**src/rtl/uart_tr_pkg.sv**
```systemverilog
package uart_tr_pkg;

    localparam int BUS_W  = 32;
    localparam int ADDR_W = 5;

    localparam logic [ADDR_W-1:0] OFS_RX_GO    = 5'h00;
    localparam logic [ADDR_W-1:0] OFS_RX_HALT  = 5'h01;
    localparam logic [ADDR_W-1:0] OFS_TX_GO    = 5'h02;
    localparam logic [ADDR_W-1:0] OFS_TX_HALT  = 5'h03;
    localparam logic [ADDR_W-1:0] OFS_PAUSE    = 5'h04;
    localparam logic [ADDR_W-1:0] OFS_EV_RXRDY = 5'h05;
    localparam logic [ADDR_W-1:0] OFS_EV_TXRDY = 5'h06;
    localparam logic [ADDR_W-1:0] OFS_EV_ERR   = 5'h07;
    localparam logic [ADDR_W-1:0] OFS_EV_RXTMO = 5'h08;
    localparam logic [ADDR_W-1:0] OFS_IMASK    = 5'h09;
    localparam logic [ADDR_W-1:0] OFS_IMASK_S  = 5'h0A;
    localparam logic [ADDR_W-1:0] OFS_IMASK_C  = 5'h0B;
    localparam logic [ADDR_W-1:0] OFS_ERRSRC   = 5'h0C;
    localparam logic [ADDR_W-1:0] OFS_ENABLE   = 5'h0D;
    localparam logic [ADDR_W-1:0] OFS_RXDATA   = 5'h0E;
    localparam logic [ADDR_W-1:0] OFS_TXDATA   = 5'h0F;
    localparam logic [ADDR_W-1:0] OFS_BAUD     = 5'h10;
    localparam logic [ADDR_W-1:0] OFS_PIN0     = 5'h11;

    localparam logic [BUS_W-1:0] ENABLE_KEY = 32'd4;
    localparam logic [BUS_W-1:0] BAUD_RST   = 32'h0400_0000;
    localparam logic [BUS_W-1:0] PIN_RST    = 32'hFFFF_FFFF;

    // event index = interrupt mask bit position
    localparam int EVI_RXRDY = 0;
    localparam int EVI_TXRDY = 1;
    localparam int EVI_ERR   = 2;
    localparam int EVI_RXTMO = 3;
    localparam int NUM_EV    = 4;

    typedef enum logic {PER_OFF, PER_ON} per_state_e;
    typedef enum logic {RUN_STOPPED, RUN_ACTIVE} run_state_e;
    typedef enum logic {TXQ_IDLE, TXQ_HOLD} txq_state_e;

endpackage

```
**src/rtl/uart_tr_rxbuf.sv**
```systemverilog
module uart_tr_rxbuf #(
    parameter int DEPTH  = 6,
    parameter int BYTE_W = 8,
    localparam int PTR_W = (DEPTH > 1) ? $clog2(DEPTH) : 1,
    localparam int CNT_W = $clog2(DEPTH + 1)
) (
    input  logic              clk,
    input  logic              rst_n,
    input  logic              push,
    input  logic [BYTE_W-1:0] push_data,
    input  logic              pop,
    output logic [BYTE_W-1:0] head_data,
    output logic [CNT_W-1:0]  count,
    output logic              full,
    output logic              empty
);

    logic [BYTE_W-1:0] mem [DEPTH];
    logic [PTR_W-1:0]  rd_ptr, wr_ptr;
    logic              do_push, do_pop;

    function automatic logic [PTR_W-1:0] bump(input logic [PTR_W-1:0] p);
        return (p == PTR_W'(DEPTH - 1)) ? '0 : p + PTR_W'(1);
    endfunction

    assign full      = (count == CNT_W'(DEPTH));
    assign empty     = (count == '0);
    assign do_push   = push && !full;
    assign do_pop    = pop && !empty;
    assign head_data = mem[rd_ptr];

    always_ff @(posedge clk or negedge rst_n) begin
        if (!rst_n) begin
            for (int i = 0; i < DEPTH; i++) mem[i] <= '0;
            rd_ptr <= '0;
            wr_ptr <= '0;
            count  <= '0;
        end else begin
            if (do_push) begin
                mem[wr_ptr] <= push_data;
                wr_ptr      <= bump(wr_ptr);
            end
            if (do_pop) rd_ptr <= bump(rd_ptr);
            unique case ({do_push, do_pop})
                2'b10:   count <= count + CNT_W'(1);
                2'b01:   count <= count - CNT_W'(1);
                default: count <= count;
            endcase
        end
    end

endmodule

```
**src/rtl/uart_tr_txq.sv**
```systemverilog
module uart_tr_txq
    import uart_tr_pkg::*;
#(
    parameter int BYTE_W = 8
) (
    input  logic              clk,
    input  logic              rst_n,
    input  logic              load,
    input  logic [BYTE_W-1:0] load_data,
    input  logic              line_accept,
    output logic [BYTE_W-1:0] line_byte,
    output logic              line_valid,
    output logic              busy,
    output logic              done
);

    txq_state_e state_q, state_d;

    always_ff @(posedge clk or negedge rst_n) begin
        if (!rst_n) state_q <= TXQ_IDLE;
        else        state_q <= state_d;
    end

    always_comb begin
        state_d = state_q;
        unique case (state_q)
            TXQ_IDLE: if (load)        state_d = TXQ_HOLD;
            TXQ_HOLD: if (line_accept) state_d = TXQ_IDLE;
            default:                   state_d = TXQ_IDLE;
        endcase
    end

    always_ff @(posedge clk or negedge rst_n) begin
        if (!rst_n)                            line_byte <= '0;
        else if (load && state_q == TXQ_IDLE)  line_byte <= load_data;
    end

    always_comb begin
        line_valid = (state_q == TXQ_HOLD);
        busy       = line_valid;
        done       = line_valid && line_accept;
    end

endmodule

```
**src/rtl/uart_tr_irqmux.sv**
```systemverilog
module uart_tr_irqmux #(
    parameter int N = 4
) (
    input  logic [N-1:0] ev_live,
    input  logic [N-1:0] ev_mask,
    output logic         irq
);

    logic [N-1:0] term;

    for (genvar g = 0; g < N; g++) begin : g_term
        assign term[g] = ev_live[g] & ev_mask[g];
    end

    assign irq = |term;

endmodule

```
**src/rtl/uart_task_regs.sv**
```systemverilog
module uart_task_regs
    import uart_tr_pkg::*;
#(
    parameter int RX_DEPTH = 6,
    parameter int BYTE_W   = 8,
    parameter int NUM_PINS = 4,
    localparam int CNT_W   = $clog2(RX_DEPTH + 1)
) (
    input  logic              clk,
    input  logic              rst_n,
    input  logic [ADDR_W-1:0] bus_addr,
    input  logic              bus_we,
    input  logic              bus_re,
    input  logic [BUS_W-1:0]  bus_wdata,
    output logic [BUS_W-1:0]  bus_rdata,
    output logic              irq,
    output logic [BYTE_W-1:0] tx_byte,
    output logic              tx_valid,
    input  logic              tx_accept,
    input  logic [BYTE_W-1:0] rx_byte,
    input  logic              rx_valid,
    output logic              rx_ready,
    input  logic              line_break
);

    per_state_e per_q, per_d;
    run_state_e rx_run_q, rx_run_d, tx_run_q, tx_run_d;

    logic             ev_rxrdy_q;
    logic [BUS_W-1:0] ev_txrdy_q, ev_err_q, ev_rxtmo_q;
    logic [BUS_W-1:0] imask_q, errsrc_q, baud_q;
    logic [BUS_W-1:0] pin_q [NUM_PINS];

    logic              per_on, rx_active, wr_ok, rd_ok, val_one, rxtmo_raise;
    logic              push, pop, refire, tx_load, tx_busy, tx_done;
    logic [BYTE_W-1:0] rx_head;
    logic [CNT_W-1:0]  rx_count;
    logic              rx_full, rx_empty;
    logic [BUS_W-1:0]  imask;

    assign per_on    = (per_q == PER_ON);
    assign rx_active = (rx_run_q == RUN_ACTIVE);
    assign imask     = imask_q;
    assign wr_ok     = bus_we && (per_on || bus_addr == OFS_ENABLE);
    assign rd_ok     = bus_re && per_on;
    assign val_one   = (bus_wdata == BUS_W'(1));

    // ---------------- control state machines: next state ----------------
    always_comb begin
        per_d       = per_q;
        rx_run_d    = rx_run_q;
        tx_run_d    = tx_run_q;
        rxtmo_raise = 1'b0;
        if (wr_ok) begin
            unique case (bus_addr)
                OFS_ENABLE: begin
                    if (bus_wdata == ENABLE_KEY) begin
                        per_d = PER_ON;
                    end else if (bus_wdata == '0) begin
                        per_d       = PER_OFF;
                        rx_run_d    = RUN_STOPPED;
                        tx_run_d    = RUN_STOPPED;
                        rxtmo_raise = 1'b1;
                    end
                end
                OFS_PAUSE: if (val_one) begin
                    rx_run_d    = RUN_STOPPED;
                    tx_run_d    = RUN_STOPPED;
                    rxtmo_raise = 1'b1;
                end
                OFS_RX_HALT: if (val_one) begin
                    rx_run_d    = RUN_STOPPED;
                    rxtmo_raise = 1'b1;
                end
                OFS_TX_HALT: if (val_one) tx_run_d = RUN_STOPPED;
                OFS_RX_GO:   if (val_one) rx_run_d = RUN_ACTIVE;
                OFS_TX_GO:   if (val_one) tx_run_d = RUN_ACTIVE;
                default: ;
            endcase
        end
    end

    // ---------------- control state machines: state registers ----------------
    always_ff @(posedge clk or negedge rst_n) begin
        if (!rst_n) begin
            per_q    <= PER_OFF;
            rx_run_q <= RUN_STOPPED;
            tx_run_q <= RUN_STOPPED;
        end else begin
            per_q    <= per_d;
            rx_run_q <= rx_run_d;
            tx_run_q <= tx_run_d;
        end
    end

    // ---------------- data paths ----------------
    assign rx_ready = rx_active && !rx_full;
    assign push     = rx_valid && rx_ready;
    assign pop      = rd_ok && (bus_addr == OFS_RXDATA) && rx_active && !rx_empty;
    assign refire   = pop && (rx_count > CNT_W'(1));
    assign tx_load  = wr_ok && (bus_addr == OFS_TXDATA) && (tx_run_q == RUN_ACTIVE) && !tx_busy;

    uart_tr_rxbuf #(.DEPTH(RX_DEPTH), .BYTE_W(BYTE_W)) rxbuf_i (
        .clk       (clk),
        .rst_n     (rst_n),
        .push      (push),
        .push_data (rx_byte),
        .pop       (pop),
        .head_data (rx_head),
        .count     (rx_count),
        .full      (rx_full),
        .empty     (rx_empty)
    );

    uart_tr_txq #(.BYTE_W(BYTE_W)) txq_i (
        .clk         (clk),
        .rst_n       (rst_n),
        .load        (tx_load),
        .load_data   (bus_wdata[BYTE_W-1:0]),
        .line_accept (tx_accept),
        .line_byte   (tx_byte),
        .line_valid  (tx_valid),
        .busy        (tx_busy),
        .done        (tx_done)
    );

    // ---------------- events, mask, stored registers ----------------
    always_ff @(posedge clk or negedge rst_n) begin
        if (!rst_n) begin
            ev_rxrdy_q <= 1'b0;
            ev_txrdy_q <= '0;
            ev_err_q   <= '0;
            ev_rxtmo_q <= '0;
            imask_q    <= '0;
            errsrc_q   <= '0;
            baud_q     <= BAUD_RST;
            for (int p = 0; p < NUM_PINS; p++) pin_q[p] <= PIN_RST;
        end else begin
            if (wr_ok) begin
                unique case (bus_addr)
                    OFS_EV_RXRDY: if (bus_wdata == '0) ev_rxrdy_q <= 1'b0;
                    OFS_EV_TXRDY: ev_txrdy_q <= bus_wdata;
                    OFS_EV_ERR:   ev_err_q   <= bus_wdata;
                    OFS_EV_RXTMO: ev_rxtmo_q <= bus_wdata;
                    OFS_IMASK:    imask_q    <= bus_wdata;
                    OFS_IMASK_S:  imask_q    <= imask_q | bus_wdata;
                    OFS_IMASK_C:  imask_q    <= imask_q & ~bus_wdata;
                    OFS_ERRSRC:   errsrc_q   <= errsrc_q & ~bus_wdata;
                    OFS_BAUD:     baud_q     <= bus_wdata;
                    default: begin
                        for (int p = 0; p < NUM_PINS; p++)
                            if (bus_addr == OFS_PIN0 + ADDR_W'(p)) pin_q[p] <= bus_wdata;
                    end
                endcase
            end
            // hardware-side set terms take precedence over same-cycle writes
            if (push || refire) ev_rxrdy_q <= 1'b1;
            if (tx_done)        ev_txrdy_q <= BUS_W'(1);
            if (rxtmo_raise)    ev_rxtmo_q <= BUS_W'(1);
            if (line_break) begin
                ev_err_q <= BUS_W'(1);
                if (wr_ok && bus_addr == OFS_ERRSRC)
                    errsrc_q <= (errsrc_q & ~bus_wdata) | BUS_W'(3);
                else
                    errsrc_q <= errsrc_q | BUS_W'(3);
            end
        end
    end

    // ---------------- read mux ----------------
    always_comb begin
        bus_rdata = '0;
        if (per_on) begin
            unique case (bus_addr)
                OFS_EV_RXRDY: bus_rdata = BUS_W'(ev_rxrdy_q);
                OFS_EV_TXRDY: bus_rdata = ev_txrdy_q;
                OFS_EV_ERR:   bus_rdata = ev_err_q;
                OFS_EV_RXTMO: bus_rdata = ev_rxtmo_q;
                OFS_IMASK, OFS_IMASK_S, OFS_IMASK_C: bus_rdata = imask_q;
                OFS_ERRSRC:   bus_rdata = errsrc_q;
                OFS_RXDATA:   bus_rdata = BUS_W'(rx_head);
                OFS_BAUD:     bus_rdata = baud_q;
                default: begin
                    for (int p = 0; p < NUM_PINS; p++)
                        if (bus_addr == OFS_PIN0 + ADDR_W'(p)) bus_rdata = pin_q[p];
                end
            endcase
        end
    end

    // ---------------- interrupt ----------------
    logic [NUM_EV-1:0] ev_live;
    always_comb begin
        ev_live            = '0;
        ev_live[EVI_RXRDY] = ev_rxrdy_q;
        ev_live[EVI_TXRDY] = (ev_txrdy_q != '0);
        ev_live[EVI_ERR]   = (ev_err_q != '0);
        ev_live[EVI_RXTMO] = (ev_rxtmo_q != '0);
    end

    uart_tr_irqmux #(.N(NUM_EV)) irqmux_i (
        .ev_live (ev_live),
        .ev_mask (imask_q[NUM_EV-1:0]),
        .irq     (irq)
    );

endmodule

```
**config.mk**
```make
export PLATFORM = sky130hd
export DESIGN_NAME = uart_task_regs
export DESIGN_NICKNAME = d
export VERILOG_FILES = /design/src/rtl/uart_tr_pkg.sv /design/src/rtl/uart_tr_rxbuf.sv /design/src/rtl/uart_tr_txq.sv /design/src/rtl/uart_tr_irqmux.sv /design/src/rtl/uart_task_regs.sv
export SDC_FILE = /design/constraint.sdc
export NUM_CORES = 1
export LEC_CHECK = 0
export BUFFER_PORTS_ARGS = -buffer_cell sky130_fd_sc_hd__buf_2
export CORE_MARGIN = 3
export CORE_UTILIZATION = 41
export DETAILED_ROUTE_END_ITERATION = 8
export PLACE_DENSITY = 0.68
export SETUP_SLACK_MARGIN = 0.2
export SLEW_MARGIN = 20
export SYNTH_ARGS = -nofsm -noshare
export SYNTH_HDL_FRONTEND = slang
export SYNTH_HIERARCHICAL = 1
export SYNTH_SLANG_ARGS = --single-unit
```
**constraint.sdc**
```tcl
create_clock -name clk -period 2.65 [get_ports clk]
set_input_delay 0.265 -clock clk [delete_from_list [all_inputs] [get_ports clk]]
set_output_delay 0.265 -clock clk [all_outputs]
set_load 0.02 [all_outputs]
```
==> results of run 1 <==
[metrics by stage]
stage	hold WS, ns	util	setup WS (ns)	TNS, ns
2_1_floorplan	-0.0306	-	0.332	0
3_3_place_gp	0.286	0.458	0.0936	0
3_5_place_dp	0.285	0.458	0.0542	0
4_1_cts	0.0146	0.498	-0.124	-0.641
5_1_grt	0.0219	0.500	-0.232	-1.46
6_report	0.0281	0.500	-0.154	-0.704
[logic make-up (layout without fill, tap and decap cells)]
logic type	Yosys count	after routing	share of synthesized area
xor+xnor	6	6	0.00286
compound gates	391	391	0.161
mux	250	250	0.153
flops	390	390	0.540
fa+ha+maj	2	2	0.00177
simple gates	336	336	0.104
buf+inv	153	288	0.0367
other cells	0	3	0
[sequential cells by signal, indices dropped and copies added, names as in the netlist]
| register | cells |
|---|---|
| pin_q | 128 |
| rxbuf_i/mem | 48 |
| baud_q | 32 |
| errsrc_q | 32 |
| ev_err_q | 32 |
| ev_rxtmo_q | 32 |
| ev_txrdy_q | 32 |
| imask | 32 |
| txq_i/line_byte | 8 |
| rxbuf_i/count | 3 |
| rxbuf_i/rd_ptr | 3 |
| rxbuf_i/wr_ptr | 3 |
| ev_rxrdy_q | 1 |
| per_on | 1 |
| rx_active | 1 |
| tx_run_q | 1 |
| txq_i/busy | 1 |
[power by group]
| group | total (mW) | switching (mW) | internal [mW] |
|---|---|---|---|
| Combinational | 1.78 | 0.945 | 0.840 |
| Clock | 5.78 | 2.41 | 3.37 |
| Sequential | 6.76 | 0.303 | 6.46 |
[cells in the final DEF (no fill, tap or decap), types with 24 or more instances in the layout]
master                      count
sky130_fd_sc_hd__a21boi_0      31
sky130_fd_sc_hd__a22o_1        94
sky130_fd_sc_hd__a22oi_1      149
sky130_fd_sc_hd__and3_1        25
sky130_fd_sc_hd__buf_12        29
sky130_fd_sc_hd__buf_2         85
sky130_fd_sc_hd__buf_4         74
sky130_fd_sc_hd__clkbuf_16     42
sky130_fd_sc_hd__dfrtp_1      260
sky130_fd_sc_hd__dfstp_2      129
sky130_fd_sc_hd__mux2_2       195
sky130_fd_sc_hd__mux2i_1       24
sky130_fd_sc_hd__nand2_1       80
sky130_fd_sc_hd__nand3_1       73
sky130_fd_sc_hd__nand4_1       38
sky130_fd_sc_hd__nor4_1        24
sky130_fd_sc_hd__o211ai_1      31
sky130_fd_sc_hd__o21ai_0       37
[how the worst min path moves through the flow]
stage               startpoint            to  cells past startpoint
floorplan                rst_n     baud_q[0]                      0
global placement         rst_n  errsrc_q[18]                      1
detailed placement       rst_n     imask[18]                      1
CTS                 line_break   errsrc_q[1]                      2
global route        line_break   errsrc_q[0]                      2
finish              line_break   errsrc_q[0]                      2
[what timing repair did]
item | in CTS | in global routing
hold endpoints to repair | 55 | 0
endpoints found under the setup margin | 47 | 52
cloned | 1 | 0
gates resized for setup | 64 | 18
pin swaps | 37 | 7
buffers inserted | 10 | 2
hold buffers | 1 | 0
[final cells by class]
cell class                      count  area, um2
Clock buffer                       62       1210
Antenna cell                        3       7.51
Multi-Input combinational cell    985       8050
Inverter                            9       36.3
Tap cell                          585        732
Fill cell                        3772      21800
Sequential cell                   390       9920
Timing Repair Buffer              202       1740
Clock inverter                     15        156
[metal layers]
metal	part of all wire	wire length, um	track usage
met1	0.42	23200	0.321
met2	0.46	25300	0.360
met3	0.092	5080	0.0589
met4	0.027	1500	0.0741
met5	0	0	0
[worst register-to-register path: cells and delay by family, from the launching register on]
family	cells	cell delay [ns]
xor gates and xnor gates	2	0.30
adders and majority gates	2	0.55
DFF	1	0.43
buffers and inverters	2	0.19
and+or+nand+nor	5	0.76
==> flow_results.org, run 1 <==
** Timing
- The final count of hold timing violations came to 0.
- Slew Limit Fails :: 0
- Setup slack of the critical path after layout :: -0.154 ns
- Total setup violations reported at the end of the flow :: 8
- Unrepaired setup endpoints after global routing :: true
- Minimum period implied by the final worst setup slack :: 2.80 ns
- For the final database, setup skew stands at 0.0148 ns.
- For the pin with the worst max-slew slack, the measured transition is 0.990 ns.
- Share of the clock period used by the worst path :: 1.06
- Derived from the worst setup path, the maximum achievable clock frequency is 357 MHz.
- Measured against its own limit, the worst slew margin works out to 0.340.

** Floorplanning
- Initial Utilization :: 0.421
- Boundary pin count :: 95
- Horizontal die dimension :: 218 um
- The floorplan step defined a die boundary enclosing 0.0474 mm2.
- Standard cell core area :: 0.0436 mm2
- Count of standard-cell rows :: 76
- In this run the vertical extent of the chip is 218 um.

** Worst setup path
- Among the stages of the critical path, the cell type that occurs most often is sky130_fd_sc_hd__buf_6.
- Largest delay contributor family on the critical path :: compound AO/OA/AOI/OAI gates
- The critical path contains buffers and inverters numbering 3 combined.
- End point of the critical path :: bus_rdata[6]
- The startpoint identified for the worst register-to-register timing path is rxbuf_i/count[0].
- Along the worst path, the maximum fanout reaches 6.
- The endpoint identified for the worst register-to-register timing path is rxbuf_i/count[2].
- Slowest stage delay, CP :: 0.47 ns
- Critical path depth :: 9
- The signal on the critical path passes through buf_6 > buf_12 > mux2i_1 > o22a_1 > o21ai_2 > a22oi_2 > nand4_1 > and3_4 > buf_6.
- Kind of capture point of the worst setup path :: primary output
- Cell with the biggest individual delay on the critical path :: sky130_fd_sc_hd__dfrtp_2
- Reg-to-reg setup timing slack :: 0.34 ns
- STA classifies the critical path startpoint as a flip-flop.
- In this run the worst setup path begins at rxbuf_i/rd_ptr[0].
- Crit path DAT :: 2.54 ns
- Critical path type :: reg -> out
- Reg2reg path depth :: 11
- Required arrival time at the worst endpoint :: 2.38 ns

** Placement
- Routability-driven placement finished with a final weighted congestion of 0.894.
- The count of buffers added on input and output ports is 94.
- Detailed placement finished with a half-perimeter wire length of 35700 um.
- Summing all placed instances gives a cell area of 0.0200 mm2.
- Number of cells in the design after placement :: 2157

** Yosys
- Number of enable flip-flop cells after synthesis :: 0
- Yosys mapped the design onto 65 distinct sky130hd cell types.
- Synthesis handed over a netlist of 1528 instances.
- Commonest register cell after synthesis :: sky130_fd_sc_hd__dfrtp_1
- Most instantiated cells after synthesis :: sky130_fd_sc_hd__dfrtp_1 (261), sky130_fd_sc_hd__mux2_2 (195), sky130_fd_sc_hd__a22oi_1 (156)
- Top cells by area, synth :: sky130_fd_sc_hd__dfrtp_1 (36%), sky130_fd_sc_hd__dfstp_2 (18%), sky130_fd_sc_hd__mux2_2 (12%)
- The synthesized design contains 390 register bits.
- Yosys warnings :: 6
- A synthesized cell averages 12.0 um2.
- For this run, the register share of the synthesized area comes to 0.540.
- For this run, asynchronously set or reset flops after synthesis account for 1.00.
- Yosys instantiated no cell more often than sky130_fd_sc_hd__dfrtp_1.
- The number of nets in the synthesized netlist is 1582.
- sky130_fd_sc_hd__dfrtp_1 takes more of the synthesized area than any other cell.
- Yosys top cell area share :: 0.356
- Synth Cell Area :: 0.0184 mm2

** Min path
- Hold WC Path Type :: in -> reg

** Layout
- Of the cells placed in the final design, the portion with a size suffix greater than 1 is 0.409.
- Compared with the post-synthesis result, the final layout area differs by 19.0%.
- Excluding fillers, the count of instances in the completed layout stands at 2251.
- # nets final :: 1684
- Final cell area excluding filler cells :: 0.0218 mm2

** Drt
- Antenna Nets Post-Route :: 0
- Post-DR vias/cell :: 6.20
- Remaining DRCs :: 0
- For this block, the via count after detailed routing is 14000.
- First-pass DRT Iterations :: 6
- Wire length per cell :: 24.5 um
- Post-detailed-routing wire length :: 55100 um
- The first routing iteration left 1286 violations.

** Global route
- The first global-routing pass estimated 86200 um of wire.
- Number of global-route vias before repair :: 14200
- The initial antenna violation count was 2.
- After global routing the overflow that remains totals 0.
- Pin count of the biggest net entering global routing :: 84
- In the global route stage, overall resource usage came out at 0.232.

** CTS
- Number of levels in the clock H-tree :: 2
- Library cell used as clock root buffer :: sky130_fd_sc_hd__clkbuf_16
- Clock tree synthesis found a total of 390 sinks.
- Latest clock arrival within the worst-skew pair :: 0.55 ns
- Clock tree from TritonCTS :: done
- Clock-pin slew was measured on the worst setup and hold paths at 0.06 ns.
- Clock buffer count from CTS :: 42
- In this run the deepest clock path goes through 3 buffers.

** Power and ir drop
- Leakage Power :: 9.59 nW
- IR analysis of the VDD net gives a maximum drop of 0.425 mV.
- Sum of internal, switching and leakage power :: 14.3 mW
- Power spread over the standard cell area amounts to 656 mW/mm2.

** Run status
- Failing checks :: setup timing
- The run finished, with violations left.

** Run
- Max-capacitance violation count :: 0
Power figures use the tool's default switching activity.
==> run 2, diff against run 1 <==
- CORE_ASPECT_RATIO: default -> 0.75
- CORE_MARGIN: 3 -> 2
- SYNTH_HIERARCHICAL: 1 -> default
==> run 2 against run 1 <==
  * The flow now finishes without violations
  * Routed wire length grew 1.4%
  * Area after synthesis shrank 0.70%
  * Synthesized cell count down 0.98%
  * Count of clock-buffer cells in the layout decreased by 5
  * Combinational power is 4% lower
  * Sequential power grew 8.7%
  * Cell count is 0.89% lower
  * Global-route usage rose by 0.84 points
  * Register-to-register slack got worse by 0.12 ns
  * Core utilization down 0.32 points
  * Clock skew up 0.0047 ns
  * Largest power group unchanged
  * Highest routed layer unchanged
==> flow_results.org, run 2 <==
** Run status
- The flow ran to the end, and the final reports show no timing, DRC or antenna violations.

** Floorplanning
- Count of standard-cell rows :: 66
- The die covers 0.0462 mm2.
- Boundary pin count :: 95
- The core region is 0.0436 mm2.
- Horizontal die dimension :: 247 um
- The die is 187 um tall.
- Initial Utilization :: 0.418

** Drt
- Overall via count from detail_route :: 13900
- After detailed routing, the number of vias per cell comes to 6.22.
- First DRT Iteration DRCs :: 1486
- Wire length per cell :: 25.0 um
- The detail route stage leaves a number of antenna-violating nets equal to 0.
- Post-detailed-routing wire length :: 55900 um
- Before antenna repair, the detailed router went through 7 iterations.
- Remaining DRCs :: 0

** Global route
- In the global route stage, overall resource usage came out at 0.241.
- Gr ovfl total :: 0
- Number of global-route vias before repair :: 14000
- Pin count of the biggest net entering global routing :: 78
- The first global-routing pass estimated 85800 um of wire.
- Initial antenna violation count :: 2

** Power and ir drop
- Net switching component of the power :: 3.73 mW
- Leakage Power :: 9.59 nW
- Combinational share of power :: 0.114
- In this run the power density over the cells is 693 mW/mm2.
- The share of total power dissipated in the clock network is 0.397.
- Worst ir drop on vdd :: 0.374 mV
- P_int :: 11.3 mW
- Of the total power, the share spent switching nets is 0.248.
- The share of total power dissipated in sequential elements is 0.489.

** Worst setup path
- Crit Reg-Reg Startpoint :: per_on
- The worst register-to-register path ends at ev_err_q[24].
- The number of cells on the worst reg-to-reg path is 6.
- In this run the number of cells on the critical path is 7.
- Required arrival time at the worst endpoint :: 2.38 ns
- Reg-to-reg setup timing slack :: 0.22 ns
- In this design, the stage delay of the slowest critical-path cell is 0.49 ns.
- Number of buffers and inverters on the critical path :: 3
- The critical path goes through buf_12 > mux4_2 > inv_2 > o22ai_2 > and2_4 > o31a_1 > buf_6.
- In this run the worst path has a maximum fanout of 4.
- In this design, the largest share of critical-path delay is due to multiplexers.
- By startpoint and endpoint, the worst setup path is classified as reg -> out.
- Crit path DAT :: 2.35 ns
- Cell with the biggest individual delay on the critical path :: sky130_fd_sc_hd__mux4_2
- The worst setup path is launched from a flip-flop.
- Kind of capture point of the worst setup path :: primary output

** Layout
- # nets final :: 1676
- After filler insertion, the fill cell instance count of the layout stands at 3777.
- Once layout is complete, the utilization of the core stands at 0.497.
- Final cell area excluding filler cells :: 0.0217 mm2
- The library cells used most frequently in the layout, excluding fill and tap cells, are sky130_fd_sc_hd__dfrtp_1 (258), sky130_fd_sc_hd__mux2_2 (224), sky130_fd_sc_hd__dfstp_2 (129).
- The register with the most flip-flops in the layout has 128 of them.
- The library cell used most frequently in the layout, excluding fill and tap cells, is sky130_fd_sc_hd__dfrtp_1.
- The largest registers in the layout are pin_q x128, rxbuf_i.mem x48.
- Register containing the most flip-flops in the final layout :: pin_q
- Area added between synthesis and finish :: 18.9%
- Fraction of final layout cells sized beyond drive strength 1 :: 0.430

** CTS
- CTS Sinks :: 390
- The clock reaches the later pin of the worst-skew pair after 0.55 ns.
- Clock-pin slew was measured on the worst setup and hold paths at 0.06 ns.
- Clock tree synthesis selected as its root buffer the cell sky130_fd_sc_hd__clkbuf_16.
- TritonCTS built the clock tree.
- In this run the number of H-tree levels came out at 2.
- Maximum root-to-sink buffer count :: 3
- Clock buffer count from CTS :: 41

** Yosys
- Syn_nets :: 1571
- Number of cells produced by synthesis :: 1513
- sky130_fd_sc_hd__dfrtp_1 takes more of the synthesized area than any other cell.
- Post-synthesis register bit count :: 390
- Each instance of the synthesized netlist takes up on average 12.0 um2.
- The synthesized design contains 0 enable-type register cells.
- By area, the combinational part of the netlist is dominated by compound AO/OA/AOI/OAI gates.
- The share of the Yosys chip area taken by registers is 0.544.
- Most instantiated cells after synthesis :: sky130_fd_sc_hd__dfrtp_1 (261), sky130_fd_sc_hd__mux2_2 (224), sky130_fd_sc_hd__dfstp_2 (129)
- Yosys warnings :: 0
- Among all cell types in the netlist, the one instantiated most often is sky130_fd_sc_hd__dfrtp_1.
- Synth Cell Area :: 0.0182 mm2
- Compound-gate portion of the synthesized area :: 0.171
- Commonest register cell after synthesis :: sky130_fd_sc_hd__dfrtp_1
- Yosys top cell area share :: 0.358
- Of the total synthesized cell area, the portion taken by XOR and XNOR cells is 0.00336.
- Counting flops with an async set or reset pin after synthesis yields a share of 1.00.
- Post-synthesis mux area share :: 0.168
- Ranked by total cell area, the synthesized netlist is headed by sky130_fd_sc_hd__dfrtp_1 (36%), sky130_fd_sc_hd__dfstp_2 (19%), sky130_fd_sc_hd__mux2_2 (14%).
- Synth unique cells :: 69
- Of the total synthesized cell area, the portion taken by AND, OR, NAND and NOR gates is 0.0660.
- Area share of fa/ha/maj cells after synthesis :: 0.00412

** Placement
- After legalization and detailed placement, the total HPWL measured 35400 um.
- Final RePlAce weighted congestion :: 0.906
- Post-placement cell area :: 0.0198 mm2
- The count of buffers added on input and output ports is 94.

** Timing
- Slew Limit Fails :: 0
- Clock skew :: 0.0195 ns
- The routed design could run at a clock period as short as 2.61 ns.
- Of the available clock period, the critical path in the final layout requires 0.985.
- Based on the critical path, the design can be clocked at up to 383 MHz.
- Pin slew with the least headroom to its limit :: 1.12 ns
- Total setup violations reported at the end of the flow :: 0
- Number of endpoints with negative hold slack in the final report :: 0
- Unrepaired setup endpoints after global routing :: true
- Headroom to the max-slew limit came out at 0.253.

** Min path
- The worst hold path belongs to the class in -> reg.
- The path with the worst hold slack has its endpoint at rxbuf_i.mem[14].
- Along the worst hold path, the cell count comes to 2.
- The startpoint identified for the worst hold timing path is rx_byte[6].

** Run
- Across the run, the number of max-cap violations was 0.
[run 2: cell types whose count changed in the layout (fill, tap and decap cells not counted), sizes merged, moves of 13 or more]
cell | previous run | this run
o22ai | 0 | 13
inv | 11 | 51
nand2 | 85 | 71
nand4 | 38 | 10
o21ai | 47 | 112
a22oi | 156 | 67
mux2 | 224 | 241
and3 | 31 | 6
nor2 | 21 | 50
a31oi | 1 | 28
a222oi | 3 | 23
o211ai | 31 | 1
nand3 | 74 | 9
a221oi | 1 | 23
[run 2: logic make-up (layout without fill, tap and decap cells)]
kind of cell             count (synthesis)  after routing
AO/OA/AOI/OAI                          430            431
XOR/XNOR                                 7              7
adder cells (fa/ha/maj)                  6              6
buffers and inverters                  190            326
flip-flops                             390            390
multiplexers                           263            263
other                                    0              3
AND/OR/NAND/NOR                        227            227
[run 2: how the worst max path moves through the flow]
| stage | endpoint | startpoint |
|---|---|---|
| 2_1_floorplan | bus_rdata[6] | bus_addr[1] |
| 3_5_place_dp | ev_rxrdy_q | bus_wdata[20] |
| 4_1_cts | bus_rdata[0] | rxbuf_i.rd_ptr[0] |
| 6_report | bus_rdata[4] | rxbuf_i.rd_ptr[0] |
| 5_1_grt | bus_rdata[4] | rxbuf_i.rd_ptr[0] |
| 3_3_place_gp | ev_rxrdy_q | bus_wdata[20] |
[run 2: worst reg2reg max path: cells and delay by family, from the launching register on]
family,cells,cell delay (ns)
AO/OA/AOI/OAI,3,1.27
buffers and inverters,2,0.38
flip-flops,1,0.45
AND/OR/NAND/NOR,1,0.29
[run 2: final cells by class]
cell class / count / area [um2] / area share
Sequential cell: 390 / 9920 / 0.458
Multi-Input combinational cell: 934 / 7900 / 0.364
Timing Repair Buffer: 202 / 1550 / 0.0715
Clock buffer: 57 / 1160 / 0.0533
Tap cell: 578 / 723 / 0.0334
Clock inverter: 18 / 235 / 0.0108
Inverter: 49 / 184 / 0.00848
Antenna cell: 3 / 7.51 / 0.000346
[run 2: per-layer routing]
layer / wire, um / track usage
met3: 5370 / 0.0551
met4: 1480 / 0.0751
met1: 24300 / 0.351
met2: 24700 / 0.356
met5: 0 / 0
[run 2: what timing repair did]
item,4_1_cts,5_1_grt
hold endpoints to repair,40,0
pin swaps,16,10
gates resized for setup,61,32
hold buffers,2,0
setup buffers,7,0
cloned,0,1
endpoints found under the setup margin,11,37
[run 2: power groups by stage]
| stage | Combinational (mW) | Clock (mW) | Sequential (mW) |
|---|---|---|---|
| 2_1_floorplan | 1.08 | 0 | 7.25 |
| 3_3_place_gp | 1.58 | 0 | 7.35 |
| 3_5_place_dp | 1.64 | 0 | 7.40 |
| 4_1_cts | 1.70 | 6.03 | 7.32 |
| 5_1_grt | 1.86 | 6.28 | 7.43 |
| 6_report | 1.71 | 5.97 | 7.35 |
[run 2: metrics by stage]
stage | std cells | TNS, ns | hold WS [ns] | setup WS, ns | power, mW
2_1_floorplan | 1513 | 0 | -0.0306 | 0.253 | 8.33
4_1_cts | 2227 | 0 | 0.0112 | 0.0293 | 15.1
3_3_place_gp | 2143 | -3.92 | 0.283 | -0.222 | 8.93
6_report | 2231 | 0 | 0.0268 | 0.0387 | 15.0
5_1_grt | 2230 | -0.00121 | 0.0403 | -0.00121 | 15.6
3_5_place_dp | 2143 | -4.87 | 0.286 | -0.218 | 9.03
==> run 3, diff against run 2 <==
==> constraint.sdc (replaced) <==
create_clock -name clk -period 2.65 [get_ports clk]
set_input_delay 0.265 -clock clk [delete_from_list [all_inputs] [get_ports clk]]
set_output_delay 0.265 -clock clk [all_outputs]
set_load 0.1 [all_outputs]
==> run 3 against run 2 <==
  * The flow now finishes with violations (setup timing)
  * Highest routed layer is now met5
  * Register-to-register slack better by 0.07 ns
  * Largest power group unchanged
  * Critical path depth is 1 lower
  * Fmax is 1.9% lower
  * Cell count is 1.0% higher
  * Setup slack worse by 0.050 ns
  * Global-route usage is 0.46 points higher
==> flow_results.org, run 3 (synthesis gave the netlist of run 2 again) <==
** Drt
- Dividing the detail-routed wire length by the instance count gives 25.4 um.
- First-pass DRT Iterations :: 8
- For this block, the routed nets add up to 57300 um of wire.
- Remaining DRCs :: 0
- The detailed router finished its first iteration with 1590 violations.
- In the routed layout, each cell is associated on average with a via count of 6.21.
- Once detail routing completed, the nets flagged for antenna violations numbered 0.
- Summing over every cut layer, the via total after detailed routing is 14000.

** Worst setup path
- The setup path with the least slack is of type reg -> out.
- At the worst endpoint, the arrival time is 2.40 ns.
- Along the worst path, the maximum fanout reaches 7.
- Required arrival time at the worst endpoint :: 2.38 ns
- Kind of capture point of the worst setup path :: primary output
- STA classifies the critical path startpoint as a flip-flop.

** Run
- Max-capacitance violation count :: 0

** CTS
- After clock tree synthesis, the clock-pin slew on the worst setup and hold paths is 0.07 ns.
- Number of levels in the clock H-tree :: 2
- TritonCTS built the clock tree.
- Clock buffer count from CTS :: 41
- CTS Sinks :: 390
- Library cell used as clock root buffer :: sky130_fd_sc_hd__clkbuf_16
- The clock passes through at most 3 buffers.
- At the later pin of the worst-skew pair, clock insertion delay measures 0.56 ns.

** Layout
- Area added between synthesis and finish :: 24.9%
- Registers with the highest flip-flop counts :: pin_q x128, rxbuf_i.mem x48
- Summing all multi-input logic gate instances after layout gives 0.00836 mm2.
- The register with the most flip-flops in the layout has 128 of them.
- 0 antenna diodes ended up in the layout.
- Fraction of final layout cells sized beyond drive strength 1 :: 0.467
- The library cells used most frequently in the layout, excluding fill and tap cells, are sky130_fd_sc_hd__dfrtp_1 (258), sky130_fd_sc_hd__mux2_2 (224), sky130_fd_sc_hd__dfstp_2 (129).
- Layout Cells excl Fill :: 2254
- Register Area :: 0.00992 mm2
- Fillers :: 3599
- The library cell used most frequently in the layout, excluding fill and tap cells, is sky130_fd_sc_hd__dfrtp_1.
- Core occupancy in the finished layout :: 0.522
- At the end of the flow, the number of nets in the layout was 1701.
- Register containing the most flip-flops in the final layout :: pin_q

** Placement
- Port bufs :: 94
- The congestion estimate from routability-driven global placement came to 0.907.
- Pre-CTS WS :: -0.0955 ns
- Summed over all nets, the half-perimeter wirelength after detailed placement is 36500 um.
- In this run, placement finished with an instance count of 2157.

** Timing
- Dividing the final minimum period by the clock period gives 1.00.
- Total setup violations reported at the end of the flow :: 3
- The final count of pins violating max slew is 0.
- Unrepaired setup endpoints after global routing :: true
- For the pin with the worst max-slew slack, the measured transition is 1.15 ns.
- Static timing analysis puts the maximum clock frequency at 376 MHz.
- Max_slew headroom :: 0.233
- Across all setup checks in the final design, the least slack found is -0.0110 ns.
- Worst hold slack :: 0.0157 ns
- The worst path in the final design needs a cycle of 2.66 ns, including I/O delays and setup.
- Clock skew :: 0.0136 ns
- Number of endpoints with negative hold slack in the final report :: 0

** Floorplanning
- In this run the vertical extent of the chip is 187 um.
- The initial utilization of the core area, before any placement, comes to 0.418.
- The region available for standard cell placement spans 0.0436 mm2.
- From left edge to right edge, the die measures 247 um.
- The floorplan step defined a die boundary enclosing 0.0462 mm2.
- Boundary pin count :: 95
- The floorplan has 66 rows.

** Global route
- Initial antenna violation count :: 1
- Entering global routing, the biggest net connects 75 pins.
- Met3 Use GR :: 0.0676
- The first global-routing pass estimated 87400 um of wire.
- Layer with the highest usage after global routing :: met1
- For this run the aggregate overflow at the end of global routing stands at 0.
- Number of global-route vias before repair :: 14300
- For this run, the total global-route usage over all layers was measured as 0.245.
- In the global route stage, met1 resource usage came out at 0.355.
- GR Layer Usage met2 :: 0.354

** Run status
- Outcome :: finished with violations
- Failing checks :: setup timing

** Power and ir drop
- Summed over all nets, the switching power comes to 4.14 mW.
- Cell area power density :: 675 mW/mm2
- Switching share of total power :: 0.269
- The share of total power dissipated in combinational logic is 0.148.
- Sum of internal, switching and leakage power :: 15.4 mW
- The internal portion of the total power is 11.2 mW.
- Leakage Power :: 9.87 nW
- The share of total power dissipated in sequential elements is 0.477.
- Relative contribution of the clock network to total power :: 0.375
- Worst ir drop on vdd :: 0.405 mV

** Min path
- Hold WC Path Type :: in -> reg
-- run 3: repair_timing --
| item | in CTS | in global routing |
|---|---|---|
| hold endpoints to repair | 42 | 0 |
| pin swaps | 9 | 21 |
| setup buffers | 5 | 11 |
| resized for setup | 40 | 44 |
| cloned | 0 | 2 |
| endpoints found under the setup margin | 28 | 25 |
| hold buffers | 2 | 0 |
-- run 3: metrics by stage --
stage / cell area, um2 / TNS [ns]
after floorplan: 18800 / 0
after global placement: 20800 / -1.23
after detailed placement: 20800 / -1.91
after CTS: 22400 / -0.0374
after global routing: 22800 / -0.313
final: 22800 / -0.0282
-- run 3: cell type report --
cell class                 instances  area share
multi-input combinational        933       0.367
clock inverter                    19     0.00758
inverter                          49     0.00808
clock buffer                      57      0.0512
timing repair buffer             228      0.0981
sequential                       390       0.436
tap                              578      0.0318
-- run 3: layer usage --
layer,vias up,share of wire
met1,7256,0.43
li1,5950,-
met3,102,0.099
met4,2,0.026
met2,693,0.44
met5,-,0.00012
-- run 3: path summary, 6_finish.rpt --
check | startpoint | end | slack (ns) | cells after the start
worst max-delay path | rxbuf_i.rd_ptr[0] | bus_rdata[4] | -0.01 | 6
worst min-delay path | rx_byte[0] | rxbuf_i.mem[16] | 0.02 | 2
worst max register to register | rxbuf_i.count[0] | rxbuf_i.mem[13] | 0.29 | 6
worst min register to register | baud_q[1] | baud_q[1] | 0.49 | 1
max in group asynchronous | rst_n | baud_q[9] | 1.56 | 3
min in group asynchronous | rst_n | errsrc_q[26] | 0.24 | 2
-- run 3: power by group through the flow --
stage / clock, mW / sequential (mW) / combinational [mW]
finish: 5.77 / 7.34 / 2.27
global route: 6.09 / 7.42 / 2.42
CTS: 5.83 / 7.31 / 2.23
detailed placement: 0 / 7.40 / 2.18
global placement: 0 / 7.35 / 2.12
floorplan: 0 / 7.26 / 1.46
-- run 3: critical path, cell delays in order (launching register included) --
cell	delay [ns]
sky130_fd_sc_hd__dfrtp_2	0.49
sky130_fd_sc_hd__mux4_2	0.55
sky130_fd_sc_hd__inv_2	0.07
sky130_fd_sc_hd__o22ai_2	0.06
sky130_fd_sc_hd__and2_4	0.15
sky130_fd_sc_hd__o31a_4	0.34
sky130_fd_sc_hd__buf_12	0.17
